File: config.mk
export PLATFORM = sky130hd
export DESIGN_NAME = codec_mixer_regs
export DESIGN_NICKNAME = d
export VERILOG_FILES = /design/src/rtl/mixreg_pkg.sv /design/src/rtl/mixreg_ctrl.sv /design/src/rtl/mixreg_data.sv /design/src/rtl/codec_mixer_regs.sv
export SDC_FILE = /design/constraint.sdc
export NUM_CORES = 2
export LEC_CHECK = 0
export ABC_CLOCK_PERIOD_IN_PS = 8000
export BUFFER_PORTS_ARGS = -buffer_cell sky130_fd_sc_hd__buf_2
export CAP_MARGIN = 10
export CORE_MARGIN = 3
export CORE_UTILIZATION = 55
export CTS_CLUSTER_SIZE = 14
export DETAILED_ROUTE_END_ITERATION = 12
export GPL_TIMING_DRIVEN = 1
export PLACE_DENSITY = 0.68
export SLEW_MARGIN = 5
export SYNTH_ARGS = -nofsm -noshare
export SYNTH_HDL_FRONTEND = slang
export SYNTH_HIERARCHICAL = 1
export SYNTH_SLANG_ARGS = --single-unit
File: constraint.sdc
create_clock -name clk -period 8 [get_ports clk]
set_input_delay 1.2 -clock clk [delete_from_list [all_inputs] [get_ports clk]]
set_output_delay 1.2 -clock clk [all_outputs]
set_load 0.1 [all_outputs]
File: src/rtl/mixreg_pkg.sv
package mixreg_pkg;

  localparam int WIN_BYTES = 256;
  localparam int DATA_W    = 16;
  localparam int BUS_W     = 32;
  localparam int WORDS     = WIN_BYTES / (DATA_W / 8);
  localparam int IDX_W     = $clog2(WORDS);
  localparam int ADDR_W    = $clog2(WIN_BYTES);
  localparam int ATT_W     = 6;
  localparam int NUM_VOL   = 4;
  localparam int NUM_RATE  = 3;

  localparam int EXT_VRA_BIT = 0;
  localparam int EXT_VRM_BIT = 3;

  // word indices (byte offset / 2)
  localparam logic [IDX_W-1:0] IX_RESET     = IDX_W'(8'h00 >> 1);
  localparam logic [IDX_W-1:0] IX_MASTER    = IDX_W'(8'h02 >> 1);
  localparam logic [IDX_W-1:0] IX_HPHONE    = IDX_W'(8'h04 >> 1);
  localparam logic [IDX_W-1:0] IX_LINEVOL   = IDX_W'(8'h10 >> 1);
  localparam logic [IDX_W-1:0] IX_PCMVOL    = IDX_W'(8'h18 >> 1);
  localparam logic [IDX_W-1:0] IX_PWR       = IDX_W'(8'h26 >> 1);
  localparam logic [IDX_W-1:0] IX_EXTID     = IDX_W'(8'h28 >> 1);
  localparam logic [IDX_W-1:0] IX_EXTCTL    = IDX_W'(8'h2A >> 1);
  localparam logic [IDX_W-1:0] IX_RATE_DAC  = IDX_W'(8'h2C >> 1);
  localparam logic [IDX_W-1:0] IX_RATE_LINE = IDX_W'(8'h32 >> 1);
  localparam logic [IDX_W-1:0] IX_RATE_MIC  = IDX_W'(8'h34 >> 1);
  localparam logic [IDX_W-1:0] IX_VID1      = IDX_W'(8'h7C >> 1);
  localparam logic [IDX_W-1:0] IX_VID2      = IDX_W'(8'h7E >> 1);

  localparam logic [DATA_W-1:0] RATE_DEFAULT  = 16'hBB80;
  localparam logic [DATA_W-1:0] MUTE_DEFAULT  = 16'h8000;
  localparam logic [DATA_W-1:0] PWR_DEFAULT   = 16'h000F;
  localparam logic [DATA_W-1:0] EXTID_DEFAULT = 16'h0001;
  localparam logic [DATA_W-1:0] VID1_DEFAULT  = 16'h4D58;
  localparam logic [DATA_W-1:0] VID2_DEFAULT  = 16'h0031;

  // command from control to datapath
  typedef struct packed {
    logic              store;
    logic [IDX_W-1:0]  idx;
    logic [DATA_W-1:0] value;
    logic              restore;
    logic              forceAudio;
    logic              forceMic;
    logic              rdWord;
    logic              rdOther;
    logic [IDX_W-1:0]  rdIdx;
  } mixCmd_t;

  function automatic logic [DATA_W-1:0] defaultOf(logic [IDX_W-1:0] ix);
    logic [DATA_W-1:0] v;
    case (ix)
      IX_MASTER, IX_HPHONE, IX_LINEVOL, IX_PCMVOL: v = MUTE_DEFAULT;
      IX_PWR:                                      v = PWR_DEFAULT;
      IX_EXTID:                                    v = EXTID_DEFAULT;
      IX_RATE_DAC, IX_RATE_LINE, IX_RATE_MIC:      v = RATE_DEFAULT;
      IX_VID1:                                     v = VID1_DEFAULT;
      IX_VID2:                                     v = VID2_DEFAULT;
      default:                                     v = '0;
    endcase
    return v;
  endfunction

  function automatic logic [IDX_W-1:0] volIndex(int k);
    logic [IDX_W-1:0] v;
    case (k)
      0:       v = IX_MASTER;
      1:       v = IX_HPHONE;
      2:       v = IX_LINEVOL;
      default: v = IX_PCMVOL;
    endcase
    return v;
  endfunction

endpackage

File: src/rtl/mixreg_ctrl.sv
module mixreg_ctrl
  import mixreg_pkg::*;
(
  input  logic                clk,
  input  logic                rst,
  input  logic [ADDR_W-1:0]   accAddr,
  input  logic [2:0]          accSize,
  input  logic                wrEn,
  input  logic [BUS_W-1:0]    wrData,
  input  logic                rdEn,
  input  logic [DATA_W-1:0]   extCtl,
  input  logic [3:0]          pwrLow,
  output mixCmd_t             cmd,
  output logic                semClr,
  output logic [NUM_RATE-1:0] rateChanged
);

  logic                isWord;
  logic [IDX_W-1:0]    wIdx;
  logic [NUM_RATE-1:0] rateHit;
  logic                unusedHiBits;

  assign isWord       = (accSize == 3'd2);
  assign wIdx         = accAddr[ADDR_W-1:1];
  assign unusedHiBits = ^{wrData[BUS_W-1:DATA_W], accAddr[0]};

  always_comb begin
    cmd            = '0;
    cmd.idx        = wIdx;
    cmd.value      = wrData[DATA_W-1:0];
    cmd.rdIdx      = wIdx;
    cmd.rdWord     = rdEn && isWord;
    cmd.rdOther    = rdEn && !isWord;
    rateHit        = '0;
    if (wrEn && isWord) begin
      case (wIdx)
        IX_RESET: cmd.restore = 1'b1;
        IX_VID1, IX_VID2, IX_EXTID: cmd.store = 1'b0;
        IX_PWR: begin
          cmd.store = 1'b1;
          cmd.value = {wrData[DATA_W-1:4], pwrLow};
        end
        IX_EXTCTL: begin
          cmd.store      = 1'b1;
          cmd.forceAudio = !wrData[EXT_VRA_BIT];
          cmd.forceMic   = !wrData[EXT_VRM_BIT];
        end
        IX_RATE_DAC: begin
          cmd.store  = extCtl[EXT_VRA_BIT];
          rateHit[0] = extCtl[EXT_VRA_BIT];
        end
        IX_RATE_LINE: begin
          cmd.store  = extCtl[EXT_VRA_BIT];
          rateHit[1] = extCtl[EXT_VRA_BIT];
        end
        IX_RATE_MIC: begin
          cmd.store  = extCtl[EXT_VRM_BIT];
          rateHit[2] = extCtl[EXT_VRM_BIT];
        end
        default: cmd.store = 1'b1;
      endcase
    end
  end

  always_ff @(posedge clk) begin
    if (rst) begin
      semClr      <= 1'b0;
      rateChanged <= '0;
    end else begin
      semClr      <= rdEn || wrEn;
      rateChanged <= rateHit;
    end
  end

  AST_SEM_ON_ACCESS: assert property (@(posedge clk) disable iff (rst)
    (rdEn || wrEn) |=> semClr);
  AST_SEM_IDLE: assert property (@(posedge clk) disable iff (rst)
    !(rdEn || wrEn) |=> !semClr);
  AST_RATE_ONEHOT: assert property (@(posedge clk) disable iff (rst)
    $onehot0(rateChanged));
  AST_RATE_NEEDS_VRA: assert property (@(posedge clk) disable iff (rst)
    (wrEn && isWord && wIdx == IX_RATE_DAC && !extCtl[EXT_VRA_BIT]) |=> !rateChanged[0]);
  AST_NARROW_WRITE_INERT: assert property (@(posedge clk) disable iff (rst)
    (wrEn && !isWord) |=> $past(!cmd.store && !cmd.restore));

endmodule

File: src/rtl/mixreg_data.sv
module mixreg_data
  import mixreg_pkg::*;
(
  input  logic                      clk,
  input  logic                      rst,
  input  mixCmd_t                   cmd,
  output logic [BUS_W-1:0]          rdData,
  output logic [DATA_W-1:0]         extCtl,
  output logic [3:0]                pwrLow,
  output logic [NUM_VOL-1:0]        volMute,
  output logic [NUM_VOL*ATT_W-1:0]  volLeft,
  output logic [NUM_VOL*ATT_W-1:0]  volRight
);

  logic [DATA_W-1:0] regFile [WORDS];
  logic [DATA_W-1:0] dacRate;
  logic [DATA_W-1:0] vid1Reg;

  always_ff @(posedge clk) begin
    if (rst || cmd.restore) begin
      for (int i = 0; i < WORDS; i++) regFile[i] <= defaultOf(IDX_W'(i));
    end else begin
      if (cmd.store) regFile[cmd.idx] <= cmd.value;
      if (cmd.forceAudio) begin
        regFile[IX_RATE_DAC]  <= RATE_DEFAULT;
        regFile[IX_RATE_LINE] <= RATE_DEFAULT;
      end
      if (cmd.forceMic) regFile[IX_RATE_MIC] <= RATE_DEFAULT;
    end
  end

  always_ff @(posedge clk) begin
    if (rst) rdData <= '0;
    else if (cmd.rdWord) rdData <= {{(BUS_W-DATA_W){1'b0}}, regFile[cmd.rdIdx]};
    else if (cmd.rdOther) rdData <= '1;
  end

  assign extCtl  = regFile[IX_EXTCTL];
  assign pwrLow  = regFile[IX_PWR][3:0];
  assign dacRate = regFile[IX_RATE_DAC];
  assign vid1Reg = regFile[IX_VID1];

  generate
    for (genvar k = 0; k < NUM_VOL; k++) begin : g_vol
      localparam logic [IDX_W-1:0] VIX = volIndex(k);
      assign volMute[k]                 = regFile[VIX][DATA_W-1];
      assign volLeft[k*ATT_W +: ATT_W]  = regFile[VIX][8 +: ATT_W];
      assign volRight[k*ATT_W +: ATT_W] = regFile[VIX][0 +: ATT_W];
    end
  endgenerate

  AST_NARROW_READ_ONES: assert property (@(posedge clk) disable iff (rst)
    cmd.rdOther |=> (rdData == '1));
  AST_PWR_LOW_HELD: assert property (@(posedge clk) disable iff (rst)
    !cmd.restore |=> (pwrLow == $past(pwrLow)));
  AST_VID_FIXED: assert property (@(posedge clk) disable iff (rst)
    vid1Reg == VID1_DEFAULT);
  AST_DAC_RATE_GUARD: assert property (@(posedge clk) disable iff (rst)
    (dacRate != $past(dacRate)) |->
      $past(cmd.restore || cmd.forceAudio || (cmd.store && cmd.idx == IX_RATE_DAC)));

endmodule

File: src/rtl/codec_mixer_regs.sv
module codec_mixer_regs
  import mixreg_pkg::*;
(
  input  logic                      clk,
  input  logic                      rst,
  input  logic [ADDR_W-1:0]         accAddr,
  input  logic [2:0]                accSize,
  input  logic                      wrEn,
  input  logic [BUS_W-1:0]          wrData,
  input  logic                      rdEn,
  output logic [BUS_W-1:0]          rdData,
  output logic                      semClr,
  output logic [NUM_RATE-1:0]       rateChanged,
  output logic [NUM_VOL-1:0]        volMute,
  output logic [NUM_VOL*ATT_W-1:0]  volLeft,
  output logic [NUM_VOL*ATT_W-1:0]  volRight
);

  mixCmd_t           cmd;
  logic [DATA_W-1:0] extCtl;
  logic [3:0]        pwrLow;

  mixreg_ctrl u_ctrl (
    .clk(clk), .rst(rst), .accAddr(accAddr), .accSize(accSize),
    .wrEn(wrEn), .wrData(wrData), .rdEn(rdEn), .extCtl(extCtl),
    .pwrLow(pwrLow), .cmd(cmd), .semClr(semClr), .rateChanged(rateChanged)
  );

  mixreg_data u_data (
    .clk(clk), .rst(rst), .cmd(cmd), .rdData(rdData), .extCtl(extCtl),
    .pwrLow(pwrLow), .volMute(volMute), .volLeft(volLeft), .volRight(volRight)
  );

endmodule

==> results.yml <==
min_path:
  hold_path.class: "reg -> reg"
die:
  io-pin-count: 135
  die_w_um: 426.3
  dieHeight_um: 426.3
  dieArea_um2: 181700
  rows: 153
  start_util: 0.5559
  core_um2: 174800
synth:
  synth.most_common_cell: "edfxtp_1"
  syn_nets: 6552
  synth_top_area_frac: 0.6231
  async_flop_share: 0
  synth_top_cells_by_count: "2016 x edfxtp_1, 1996 x and2_1, 432 x clkbuf_1"
  synth_cell_types: 84
  ys_ff_latch: 2069
  synth_area_leader_cell: "edfxtp_1"
  syn_inst: 6505
  synth_ff_type: "edfxtp_1"
  yosys_warnings: 6
  ys_seq_area_frac: 0.6340
  synth_edf_count: 2016
  syn_area_per_cell_um2: 14.94
  synth.area.top_cells: "edfxtp_1 62%, and2_1 13%, mux4_2 6.7%"
  netlist_area_um2: 97160
pwr:
  power_density_nw_per_um2: 222.6
  leakagePower_nw: 39.42
  ir_worst_vdd_uv: 259.8
sta:
  hold_viol_final: 0
  holdWs_ps: 467.6
  worst_slew_pin_slew_ps: 1363
  max_slew_margin: 0.08791
  final.min_clock_period_ps: 4906
  max_clock_freq_mhz: 203.8
  rsz0062_at_grt: "false"
  setup_ws_ps: 3094
  setup_violations: 0
  fin_tns_setup_ps: 0
  clock_skew_ps: 31.17
  finalMaxSlewViolations: 0
  period_share: 0.6132
placement:
  port_buffers: 117
  post-dp-hpwl_um: 182200
  dp_worst_setup_slack_ps: 2412
  gp_congestion: 0.9534
routing:
  first_pass_iters: 8
  wirelength_um: 295300
  viasPerCell: 6.535
  drc: 0
  ant_nets: 0
  drt_iter0_drc: 8625
  wl_per_cell_um: 33.31
  num_vias: 57934
clock_network:
  postCtsSetupRepairBufs: 0
  cts_tree: "built"
  cts_buffers: 210
  cts_resized: 0
  root_buffer: "clkbuf_16"
  cts.clk_slew.worst_paths_ps: 60
  max-clock-path-buffers: 3
  cts_hold_buf: 0
  clock_sinks: 2069
  clkLatencyLatePin_ps: 860
  cts_max_level: 4
critical_path:
  cp_data_arrival_time_ps: 5620
  end_kind: "register"
  cp_max_fo: 47
  critPathLaunchType: "primary input"
  required_ps: 8720
  critPathKind: "in -> reg"
flow_run:
  drv_cap: 0
grt:
  grt_max_degree: 137
  grt_pass1_vias: 55875
  antenna_found_initial: 18
  overflow: 0
  track_usage: 0.3247
  grt_pass1_wl_um: 417000
layout:
  syn_to_final_growth_pct: 7.988
  final_util: 0.6003
  layout-drive-gt1-share: 0.1522
  fillers: 13010
  final_nets: 6399
status:
  outcome: "finished, final reports clean"
-- cell usage in the layout, fill, tap and decap left out, types with 30 or more instances in the layout --
| cell | n |
|---|---|
| a21oi_1 | 39 |
| a221oi_1 | 48 |
| a22oi_1 | 58 |
| and2_1 | 1996 |
| buf_2 | 102 |
| buf_4 | 231 |
| clkbuf_1 | 45 |
| clkbuf_16 | 215 |
| clkinv_1 | 73 |
| clkinv_2 | 37 |
| dfxtp_1 | 53 |
| edfxtp_1 | 2016 |
| mux2i_1 | 234 |
| mux4_1 | 141 |
| mux4_2 | 287 |
| nand2_1 | 99 |
| nand3_1 | 30 |
| nor2_1 | 193 |
| nor3_1 | 59 |
| o21ai_0 | 39 |
| o21ai_1 | 127 |
-- state kept, by name, summed over array words and instances (netlist names) --
name / cells
u_ctrl/rateChanged: 3
u_data/regFile: 2048
u_data/rdData: 17
u_ctrl/semClr: 1
-- final cells by class --
type	instances	area, um2	area share
Sequential cell	2069	61600	0.5871
Antenna cell	8	20.02	0.0001908
Clock buffer	261	5563	0.05302
Clock inverter	131	858.3	0.008181
Inverter	11	43.79	0.0004174
Multi-Input combinational cell	3710	31390	0.2992
Tap cell	2325	2909	0.02773
Timing Repair Buffer	350	2530	0.02411
-- kinds of logic (layout without fill, tap and decap cells) --
family	Yosys count	count (layout)	share of synthesized area
and+or+nand+nor	2525	2525	0.1543
buffers and inverters	726	753	0.04424
AOI/OAI and AO/OA	504	504	0.03627
other	0	8	0
muxes	681	681	0.1311
DFF	2069	2069	0.6340
-- per-layer routing --
metal / vias to the layer above / track usage / share of wire / wire length [um]
li1: 23708 / - / - / -
met1: 29658 / 0.4506 / 0.37 / 110000
met2: 3835 / 0.4820 / 0.45 / 131800
met3: 727 / 0.08795 / 0.13 / 37240
met4: 6 / 0.1482 / 0.055 / 16110
met5: - / 0 / 0.00015 / 44
-- through the flow --
stage	std cells	power, W	cell area (um2)
2_1_floorplan	6505	0.01355	97160
3_3_place_gp	8456	0.01421	98390
3_5_place_dp	8456	0.01423	98390
4_1_cts	8848	0.02341	104800
5_1_grt	8858	0.02393	104900
6_report	8865	0.02335	104900
-- final timing paths --
kind	start	endpoint	slack, ps	cells past startpoint
max reg2reg	u_data/regFile[21][0]	u_data/regFile[27][4]	3760	9
max	accAddr[1]	u_data/regFile[27][4]	3090	9
min	u_data/regFile[25][4]	u_data/regFile[25][4]	470	2
min reg2reg	u_data/regFile[25][4]	u_data/regFile[25][4]	470	2
-- where the power goes --
group | leakage, nW | switching (W) | internal, W
registers | 22.0 | 0.0000978 | 0.0121
clock network | 3.15 | 0.00414 | 0.00516
logic | 14.2 | 0.00135 | 0.000479
-- critical path, cell delays in order --
cell	delay [ps]
buf_8	330
nand2b_1	290
o32ai_1	430
a32o_1	220
nor3b_4	380
nand3_2	770
buf_4	580
nor2_1	1000
and2_1	260
No activity file was read; power rests on OpenSTA's default activity.
